===== src/rtl/mp_uart_rx.sv =====
module mp_uart_rx #(
  parameter int OSR    = 16,
  parameter int DATA_W = 8
) (
  input  logic              clk,
  input  logic              rst_n,
  input  logic              rx_i,
  input  logic              tick_i,
  input  logic              rd_i,
  input  logic              wake_we_i,
  input  logic              wake_wd_i,
  output logic [DATA_W+2:0] rd_data_o,
  output logic              rx_full_o,
  output logic              wake_o
);
  localparam int CW   = $clog2(OSR);
  localparam int NB   = DATA_W + 1;
  localparam int BW   = $clog2(NB + 1);
  localparam int HALF = OSR / 2 - 1;

  typedef enum logic [1:0] {S_IDLE, S_START, S_SHIFT, S_STOP} st_t;

  st_t           state;
  logic [CW-1:0] cnt;
  logic [BW-1:0] nbit;
  logic [NB-1:0] sh;
  logic [1:0]    sync;
  logic [DATA_W-1:0] data_q;
  logic          mark_q, full, fer, ovr, wake;

  wire rx_s   = sync[1];
  wire done   = tick_i && state == S_STOP && cnt == CW'(OSR - 1);
  wire marker = sh[NB-1];
  wire accept = done && (!wake || marker);

  assign rd_data_o = {ovr, fer, mark_q, data_q};
  assign rx_full_o = full;
  assign wake_o    = wake;

  always_ff @(posedge clk or negedge rst_n)
    if (!rst_n) sync <= 2'b11;
    else        sync <= {sync[0], rx_i};

  always_ff @(posedge clk or negedge rst_n) begin
    if (!rst_n) begin
      state <= S_IDLE;
      cnt   <= '0;
      nbit  <= '0;
      sh    <= '0;
    end else if (tick_i) begin
      case (state)
        S_IDLE: if (!rx_s) begin
          state <= S_START;
          cnt   <= '0;
        end
        S_START: if (cnt == CW'(HALF)) begin
          cnt   <= '0;
          nbit  <= '0;
          state <= rx_s ? S_IDLE : S_SHIFT;
        end else cnt <= cnt + 1'b1;
        S_SHIFT: if (cnt == CW'(OSR - 1)) begin
          cnt <= '0;
          sh  <= {rx_s, sh[NB-1:1]};
          if (nbit == BW'(NB - 1)) state <= S_STOP;
          else                     nbit  <= nbit + 1'b1;
        end else cnt <= cnt + 1'b1;
        S_STOP: if (cnt == CW'(OSR - 1)) begin
          cnt   <= '0;
          state <= S_IDLE;
        end else cnt <= cnt + 1'b1;
        default: state <= S_IDLE;
      endcase
    end
  end

  always_ff @(posedge clk or negedge rst_n) begin
    if (!rst_n) begin
      data_q <= '0;
      mark_q <= 1'b0;
      full   <= 1'b0;
      fer    <= 1'b0;
      ovr    <= 1'b0;
      wake   <= 1'b0;
    end else begin
      if (rd_i) begin
        full <= 1'b0;
        fer  <= 1'b0;
        ovr  <= 1'b0;
      end
      if (accept) begin
        if (full && !rd_i) ovr <= 1'b1;
        else begin
          data_q <= sh[DATA_W-1:0];
          mark_q <= marker;
          fer    <= !rx_s;
          full   <= 1'b1;
        end
      end
      if (wake_we_i)             wake <= wake_wd_i;
      else if (done && marker)   wake <= 1'b0;
    end
  end


  full_src_chk: assert property (@(posedge clk) disable iff (!rst_n)
    $rose(full) |-> $past(done));


  ovr_keep_chk: assert property (@(posedge clk) disable iff (!rst_n)
    done && full && !rd_i && !wake |=> ovr && $stable(data_q) && $stable(mark_q));


  rd_clear_chk: assert property (@(posedge clk) disable iff (!rst_n)
    rd_i && !done |=> !full && !fer && !ovr);


  wake_drop_chk: assert property (@(posedge clk) disable iff (!rst_n)
    wake && done && !marker && !rd_i |=> $stable({full, fer, ovr, mark_q, data_q}));


  wake_clear_chk: assert property (@(posedge clk) disable iff (!rst_n)
    wake && done && marker && !wake_we_i |=> !wake && full && mark_q);
endmodule


===== config.mk =====
export PLATFORM = sky130hd
export DESIGN_NAME = mp_uart_rx
export DESIGN_NICKNAME = d
export VERILOG_FILES = /design/src/rtl/mp_uart_rx.sv
export SDC_FILE = /design/constraint.sdc
export NUM_CORES = 1
export LEC_CHECK = 0
export BUFFER_PORTS_ARGS = -buffer_cell sky130_fd_sc_hd__buf_2
export CELL_PAD_IN_SITES_DETAIL_PLACEMENT = 1
export CELL_PAD_IN_SITES_GLOBAL_PLACEMENT = 1
export CORE_ASPECT_RATIO = 0.7
export CORE_MARGIN = 1.5
export CORE_UTILIZATION = 40
export DETAILED_ROUTE_END_ITERATION = 12
export GPL_ROUTABILITY_DRIVEN = 0
export MAX_ROUTING_LAYER = met4
export PLACE_DENSITY = 0.76
export SLEW_MARGIN = 25
export SYNTH_ARGS = -nofsm -noshare
export SYNTH_HDL_FRONTEND = slang
export SYNTH_SLANG_ARGS = --single-unit
export TNS_END_PERCENT = 1

===== constraint.sdc =====
create_clock -name clk -period 5 [get_ports clk]
set_clock_uncertainty 0.1 [all_clocks]
set_input_delay 0 -clock clk [delete_from_list [all_inputs] [get_ports clk]]
set_output_delay 0 -clock clk [all_outputs]
set_load 0.02 [all_outputs]

# Word-level counts from Yosys, hierarchy flattened
# Cells that the tools add are included.
[classes]
addsub = 2
n_eq_ne = 12
n_mux = 26
bitwise = 1
n_reduce_logical = 18
[ops]
columns = ["operator", "count"]
rows = [
  ["$mux 4", 6],
  ["$mux 2", 6],
  ["$pmux 4 s3", 1],
  ["$mux 1", 11],
  ["$ne 2x2->1 const B", 5],
  ["$add 4x1->4 const B", 2],
  ["$eq 4x4->1 const B", 2],
  ["$pmux 2 s4", 1],
  ["$pmux 4 s2", 1],
  ["$reduce_and 6->1", 1],
  ["$logic_and 1x1->1", 5],
  ["$reduce_and 5->1", 1],
  ["$eq 2x2->1 const B", 2],
  ["$eq 4x3->1 const B", 1],
  ["$reduce_and 2->1", 2],
  ["$reduce_bool 2->1", 2],
  ["$logic_not 1->1", 3],
  ["$reduce_and 3->1", 1],
  ["$eq 2x1->1 const B", 1],
  ["$logic_not 2->1", 1],
  ["$ne 2x1->1 const B", 1],
  ["$reduce_or 2->1", 1],
  ["$logic_or 1x1->1", 1],
  ["$not 1->1", 1],
]
[word_totals]
register_bits = 34
in_bits = 7
output_inout_bits = 13
word_cells = 70

# Depth between registers and ports, before layout
# Gate-level depths: netlist (run 1).
[logic_depth]
word_depth = 6
mapped_depth = 6
depth_no_buf = 6

# Worst setup path after synthesis (run 1)
# OpenSTA, ideal clock, no wires.
[synth_timing]
kind = "register to register"
start = "reg cnt[0]"
end = "reg data_q[0]"
setup_time_ns = 0.125
arrival_ns = 1.613
t_required_ns = 4.775
path_slack_ns = 3.162
path_stages_with_launch = 6
n_path_buf = 0
period_less_slack_ns = 1.838
cell_sequence = "dfrtp_1 > ha_1 > and4_4 > o2111ai_4 > a21oi_4 > mux2_2"
[synth_via]
elab_chain_len = 4
[synth_rtl]
columns = ["element", "line", "source"]
rows = [
  ["start, declared", "24", "logic [CW-1:0] cnt;"],
  ["start signal, assigned", "60", "end else cnt <= cnt + 1'b1;"],
  ["start signal, assigned", "66", "end else cnt <= cnt + 1'b1;"],
  ["start signal, assigned", "70", "end else cnt <= cnt + 1'b1;"],
  ["$eq 4x4->1", "32", "wire done = tick_i && state == S_STOP && cnt == CW'(OSR - 1);"],
  ["$logic_and 1x1->1", "32", ""],
  ["$logic_and 1x1->1", "34", "wire accept = done && (!wake || marker);"],
  ["$reduce_and 2->1 (no source line)", "-", ""],
  ["end signal, assigned", "93", "data_q <= sh[DATA_W-1:0];"],
  ["end, declared", "28", "logic [DATA_W-1:0] data_q;"],
]
# No other way between the ends.
# A chain may end at the register's enable or synchronous reset.

# Worst setup path after layout (run 1)
[layout_timing]
start = "reg cnt[0]"
end = "reg wake, in the netlist wake_o"
[layout_via]
elab_chain_len = 4
[layout_rtl]
columns = ["element", "line", "source"]
rows = [
  ["$eq 4x4->1", "32", ""],
  ["$logic_and 1x1->1", "32", ""],
  ["$logic_and 1x1->1", "100", "else if (done && marker) wake <= 1'b0;"],
  ["$reduce_bool 2->1 (no source line)", "-", ""],
  ["end signal, assigned", "99", "if (wake_we_i) wake <= wake_wd_i;"],
  ["end, declared", "29", "logic mark_q, full, fer, ovr, wake;"],
]
# No other way between the ends.

==> results_dict.tcl, run 1 <==
set metrics [dict create \
    setup-violations-final 0 \
    placed_area_um2 1720 \
    fillers 432 \
    synth-edff-count 0 \
    p_sw_uw 271 \
    multi_input_area_um2 671 \
    crit_path_cell_trace "ha_1, and4_4, nand3_1, o21ai_0, o21ai_0, dlygate4sd3_1" \
    synthesis.nets 152 \
    clk_latency_ps 280 \
    port_buffers 19 \
    grt_overflow 0 \
    synth.most_common_cell "dfrtp_1" \
    ant_nets 0 \
    ys_warn_count 0 \
    worstMarginPinSlew_ps 744 \
    yosys.cell_types.count 38 \
    fin_nets 175 \
    power_frac_comb_pct 21.6 \
    p_leak_uw 0.000901 \
    reg2reg_from "cnt[0]" \
    post_cts_buffers 0 \
    cts_resized 0 \
    period_share_pct 41.2 \
    cts_hold_buf 6 \
    rows 19 \
    hold_class "in -> async" \
    power_frac_seq_pct 50.9 \
    grt_max_degree 35 \
    powerDensity_nw_per_um2 411 \
    coreArea_um2 3870 \
    drtPass1Iterations 4 \
    cp_common_cell "o21ai_0" \
    drive_gt1_share_pct 29.5 \
    postSynthCellCount 142 \
    slew_headroom_pct 50.4 \
    grt_pass1_wl_um 5430 \
    avgSynthCellArea_um2 11.3 \
    placed_cells 204 \
    crit_cells 6 \
    status "completed" \
    die_w_um 78.8 \
    critPathLaunchType "flip-flop" \
    cp-end-kind "flip-flop" \
    finalCriticalPeriod_ps 2060 \
    die_y_um 56.0 \
    synth_top_area_share_pct 49.8 \
    power_frac_clock_pct 27.5 \
    pin_count 20 \
    vdd_drop_max_mv 0.220 \
    worstSetupStartpoint "cnt[0]" \
    worstPathArrival_ps 2120 \
    required_ps 5060 \
    yosys.area.top_type "dfrtp_1" \
    cts.sinks 34 \
    cts_max_level 2 \
    cts_tree "done" \
    synth_area_um2 1610 \
    vias 1118 \
    final_cell_count_no_fill 218 \
    swShare_pct 35.3 \
    yosys_most_used_dff "dfrtp_1" \
    final_area_um2 1870 \
    synth_seq_cells 34 \
    ys_async_sr_fraction_pct 100 \
    seq_area_frac_synth_pct 53.1 \
    grt_usage_pct 16.7 \
    seq_area_um2 853 \
    clock_path_buffers 2 \
    crit_type "reg -> reg" \
    grt_pass1_vias 1125 \
    tns_ps 0 \
    clkSlewWorstSetupHoldPaths_ps 70 \
    r2r_cells 6 \
    cpPeakStageDelay_ps 550 \
    vias_per_cell 5.13 \
    cp_slowest_cell "dlygate4sd3_1" \
    reg2reg_to "wake_o" \
    antenna_found_initial 0 \
    cts_made_buffers 5 \
    finalMaxSlewViolations 0 \
    wl_per_cell_um 14.9 \
    die-area_um2 4410 \
    drcViolationCount 0 \
    cp_max_fo 6 \
    endpoint "wake_o" \
    synthToLayoutAreaGrowth_pct 16.5 \
    fmax_mhz 485 \
    r2r_setup_slack_ps 2940 \
    hold_violations 0 \
    drv_cap 0 \
    dpl.hpwl_um 2330 \
    rsz0062_at_grt "false" \
    n_antenna_cell 0 \
    synth_area_leaders "dfrtp_1 (50%), mux2_2 (11%), nand2_1 (3.7%)" \
    fin_hold_ws_ps 217 \
    cts_root_buf "clkbuf_8" \
    synth_common_cells "dfrtp_1 (32), mux2_2 (16), nand2_1 (16)" \
    routed_wl_um 3240 \
    drt_iter0_markers 43 \
    critPathBufInv 1 \
    initial_core_util_pct 41.5 \
    p_int_uw 498 \
    cp_top_family "buffers and inverters" \
]
[power groups by stage]
stage / registers, uW / logic (uW) / clock network (uW)
after CTS: 390 / 168 / 217
after floorplan: 349 / 163 / 0
after global placement: 392 / 151 / 0
after detailed placement: 396 / 163 / 0
final: 392 / 166 / 211
after global routing: 402 / 187 / 227
[final cells by class]
class                           instances  share of cell area [%]
Inverter                                9                    1.80
Sequential cell                        34                    45.6
Clock inverter                          2                   0.668
Timing Repair Buffer                   25                    8.28
Clock buffer                            6                    4.41
Tap cell                               52                    3.47
Multi-Input combinational cell         90                    35.8
[cell usage in the layout, fill, tap and decap left out]
cell type and count:
a21boi_0 2, a21o_1 2, a21oi_1 4, a21oi_4 1, and2_1 2, and4_4 1, buf_2 19, clkbuf_8 6
clkinv_2 1, clkinvlp_4 1, dfrtp_1 32, dfstp_2 2, dlygate4sd3_1 6, ha_1 3, inv_1 9, mux2_1 1
mux2_2 16, mux2i_1 2, nand2_1 16, nand2b_1 1, nand3_1 4, nand3b_1 2, nand4_1 2, nor2_1 3
nor2b_1 1, o2111ai_4 1, o211ai_1 1, o21a_1 1, o21ai_0 11, o221ai_1 1, o22a_1 1, o2bb2ai_1 2
o311ai_0 1, o31ai_1 2, or2_2 1, or3_1 2, xnor2_1 1, xor2_1 2
[registers in the layout, summed over array words and instances, names as in the netlist, named ones only]
register and cells:
wake_o 1, state 1, mark_q 1, fer 1
sync 2, data_q 8, ovr 1, rx_full_o 1
nbit 4, cnt 4, sh 9
[cells by family after synthesis]
| kind of cell | Yosys count | share of synthesized area, % |
|---|---|---|
| AO/OA/AOI/OAI | 30 | 13.8 |
| XOR/XNOR | 3 | 1.63 |
| adder cells (fa/ha/maj) | 3 | 2.33 |
| buffers and inverters | 18 | 5.21 |
| flip-flops | 34 | 53.1 |
| multiplexers | 19 | 13.2 |
| AND/OR/NAND/NOR | 35 | 10.8 |
[routing by layer]
metal / vias up / share of wire (%) / track usage [%]
met5: - / 0 / -
met4: 0 / 0.37 / 3.06
met1: 562 / 50 / 22.8
met3: 2 / 2.7 / 4.92
li1: 539 / - / -
met2: 15 / 47 / 24.9
[per-stage QoR]
stage,total power [uW],utilization (%),worst slack [ps]
floorplan,512,-,3160
global placement,543,44.3,3010
detailed placement,558,44.3,2950
CTS,776,48.3,2920
global route,815,48.3,2800
finish,769,48.3,2940
[how the worst min path moves through the flow]
stage / from / endpoint / slack [ps] / cells after the start
2_1_floorplan: rst_n / async pin / -400 / 0
3_3_place_gp: rst_n / cnt[3] / -3 / 1
3_5_place_dp: rx_i / sync[0] / 9 / 1
4_1_cts: rst_n / cnt[3] / 240 / 2
5_1_grt: rx_i / sync[0] / 260 / 2
6_report: rst_n / cnt[3] / 220 / 2
Power figures use the tool's default switching activity.
==> run 2, diff against run 1 <==
--- a/config.mk
+++ b/config.mk
@@ -14,7 +14,7 @@
 export DETAILED_ROUTE_END_ITERATION = 12
 export GPL_ROUTABILITY_DRIVEN = 0
 export MAX_ROUTING_LAYER = met4
-export PLACE_DENSITY = 0.76
+export PLACE_DENSITY = 0.79
 export SLEW_MARGIN = 25
 export SYNTH_ARGS = -nofsm -noshare
 export SYNTH_HDL_FRONTEND = slang
==> constraint.sdc (replaced) <==
create_clock -name clk -period 1.8 [get_ports clk]
set_clock_uncertainty 0.1 [all_clocks]
set_input_delay 0 -clock clk [delete_from_list [all_inputs] [get_ports clk]]
set_output_delay 0 -clock clk [all_outputs]
set_load 0.02 [all_outputs]
==> run 2 against run 1 <==
The flow now finishes with violations (setup timing). Setup slack got worse by 2900 ps. First-iteration DRC count rose by 37%. Combinational power rose to 4.7 times the previous value. Register-to-register slack got worse by 2900 ps. Clock power rose to 2.8 times the previous value. Cell area rose by 9.6%. Sequential share of layout area fell by 3.9 points. Largest power group unchanged.
==> results_dict.tcl, run 2 (same netlist as run 1, synthesis figures left out) <==
set metrics [dict create \
    status "complete, but fails checks" \
    violations "setup timing" \
    powerDensity_nw_per_um2 1160 \
    cts_root_buf "clkbuf_8" \
    drtPass1Iterations 4 \
    crit_type "reg -> reg" \
    p_leak_uw 0.000995 \
    final_cell_mix "dfrtp_1 (30), buf_2 (19), nand2_1 (16), buf_4 (16), mux2_2 (15)" \
    cpPeakStageDelay_ps 400 \
    preCtsSetupSlack_ps -60.9 \
    pin_count 20 \
    cts_made_buffers 5 \
    slew_headroom_pct 49.7 \
    n_antenna_cell 0 \
    grt_max_degree 35 \
    cp_max_fo 8 \
    final_common_cell "dfrtp_1" \
    vias 1203 \
    finalMaxSlewViolations 0 \
    worstPathArrival_ps 1870 \
    die-area_um2 4410 \
    drv_cap 0 \
    clock_path_buffers 2 \
    initial_core_util_pct 41.5 \
    finalWorstSetupSlack_ps -7.66 \
    ant_nets 0 \
    cts_max_level 2 \
    critPathLaunchType "flip-flop" \
    cts.sinks 34 \
    coreArea_um2 3870 \
    hold_class "in -> reg" \
    period_share_pct 100 \
    drcViolationCount 0 \
    clk_latency_ps 280 \
    die_w_um 78.8 \
    fin_nets 193 \
    grt_pass1_vias 1362 \
    wl_per_cell_um 16.2 \
    final_cell_count_no_fill 236 \
    placed_cells 216 \
    clkSlewWorstSetupHoldPaths_ps 70 \
    required_ps 1870 \
    antenna_found_initial 0 \
    routed_wl_um 3830 \
    hold_violations 0 \
    grt_pass1_wl_um 6600 \
    crit_path_cell_trace "ha_4, and4_4, o2111ai_4, a21oi_4, buf_12, mux2_2" \
    grt_overflow 0 \
    multi_input_area_um2 687 \
    cts_tree "done" \
    cp_slowest_cell "dfrtp_1" \
    die_y_um 56.0 \
    drive_gt1_share_pct 38.0 \
    fmax_mhz 553 \
    drt_iter0_markers 59 \
    largest_reg_flops 9 \
    synthToLayoutAreaGrowth_pct 27.6 \
    cp-end-kind "flip-flop" \
    vias_per_cell 5.10 \
    rows 19 \
    vdd_drop_max_mv 0.646 \
    dpl.hpwl_um 2740 \
    reg.largest.list "sh: 9 flops, data_q: 8 flops" \
    seq_area_um2 856 \
    finalCriticalPeriod_ps 1810 \
    fillers 439 \
    port_buffers 19 \
    rsz0062_at_grt "true" \
    setup-violations-final 5 \
    worstMarginPinSlew_ps 755 \
    grt_usage_pct 20.3 \
    regMostFlops "sh" \
]
[run 2: layer usage]
metal | global-route usage (%) | wire [um]
met3 | 4.26 | 103
met1 | 25.0 | 1730
met2 | 33.4 | 1940
met5 | - | 0
met4 | 7.14 | 51
[run 2: final timing paths]
path                       startpoint   endpoint  slack [ps]  cells after the start
min reg2reg                   sync[0]    sync[1]         250                      0
max reg2reg                    cnt[1]  data_q[4]          -8                      6
max in group asynchronous       rst_n  async pin         860                      2
max                            cnt[1]  data_q[4]          -8                      6
min in group asynchronous       rst_n   state[0]         210                      2
min                            tick_i     cnt[0]          10                      3
[run 2: where the power goes]
group          leakage [uW]  internal, uW  switching [uW]  total [uW]
clock             0.0000472           307             280         588
sequential         0.000445           879             129        1010
combinational      0.000503           359             426         785
total              0.000995          1550             835        2380
[run 2: critical path, delay by kind of cell (launching register included)]
kind	cells	cell delay (ps)
AO/OA/AOI/OAI	2	320
AND/OR/NAND/NOR	1	240
adder cells (fa/ha/maj)	1	150
multiplexers	1	320
flip-flops	1	400
buffers and inverters	1	150
[run 2: cell type report]
cell class                      instances  area share, %
Multi-Input combinational cell         90           33.5
Clock buffer                            6           4.02
Sequential cell                        34           41.7
Clock inverter                          2          0.610
Timing Repair Buffer                   43           15.4
Tap cell                               52           3.17
Inverter                                9           1.65
[run 2: repair_timing]
| item | CTS | global route |
|---|---|---|
| hold buffers | 6 | 0 |
| hold endpoints to repair | 38 | 0 |
| resized for setup | 2 | 4 |
| setup buffers | 2 | 4 |
| gates cloned | 0 | 0 |
| pin swaps | 1 | 2 |
| setup endpoints to repair | 10 | 12 |
[run 2: per-stage QoR]
step | util [%] | instance area (um2) | TNS, ps | total power [uW] | hold slack (ps)
floorplan | - | 1620 | 0 | 1440 | -396
global placement | 47.3 | 1830 | -18.7 | 1660 | 0.657
detailed placement | 47.3 | 1830 | -466 | 1730 | 6.55
CTS | 52.1 | 2020 | -82.0 | 2340 | 13.9
global route | 53.0 | 2050 | -421 | 2540 | 51.7
finish | 53.0 | 2050 | -21.6 | 2380 | 12.8
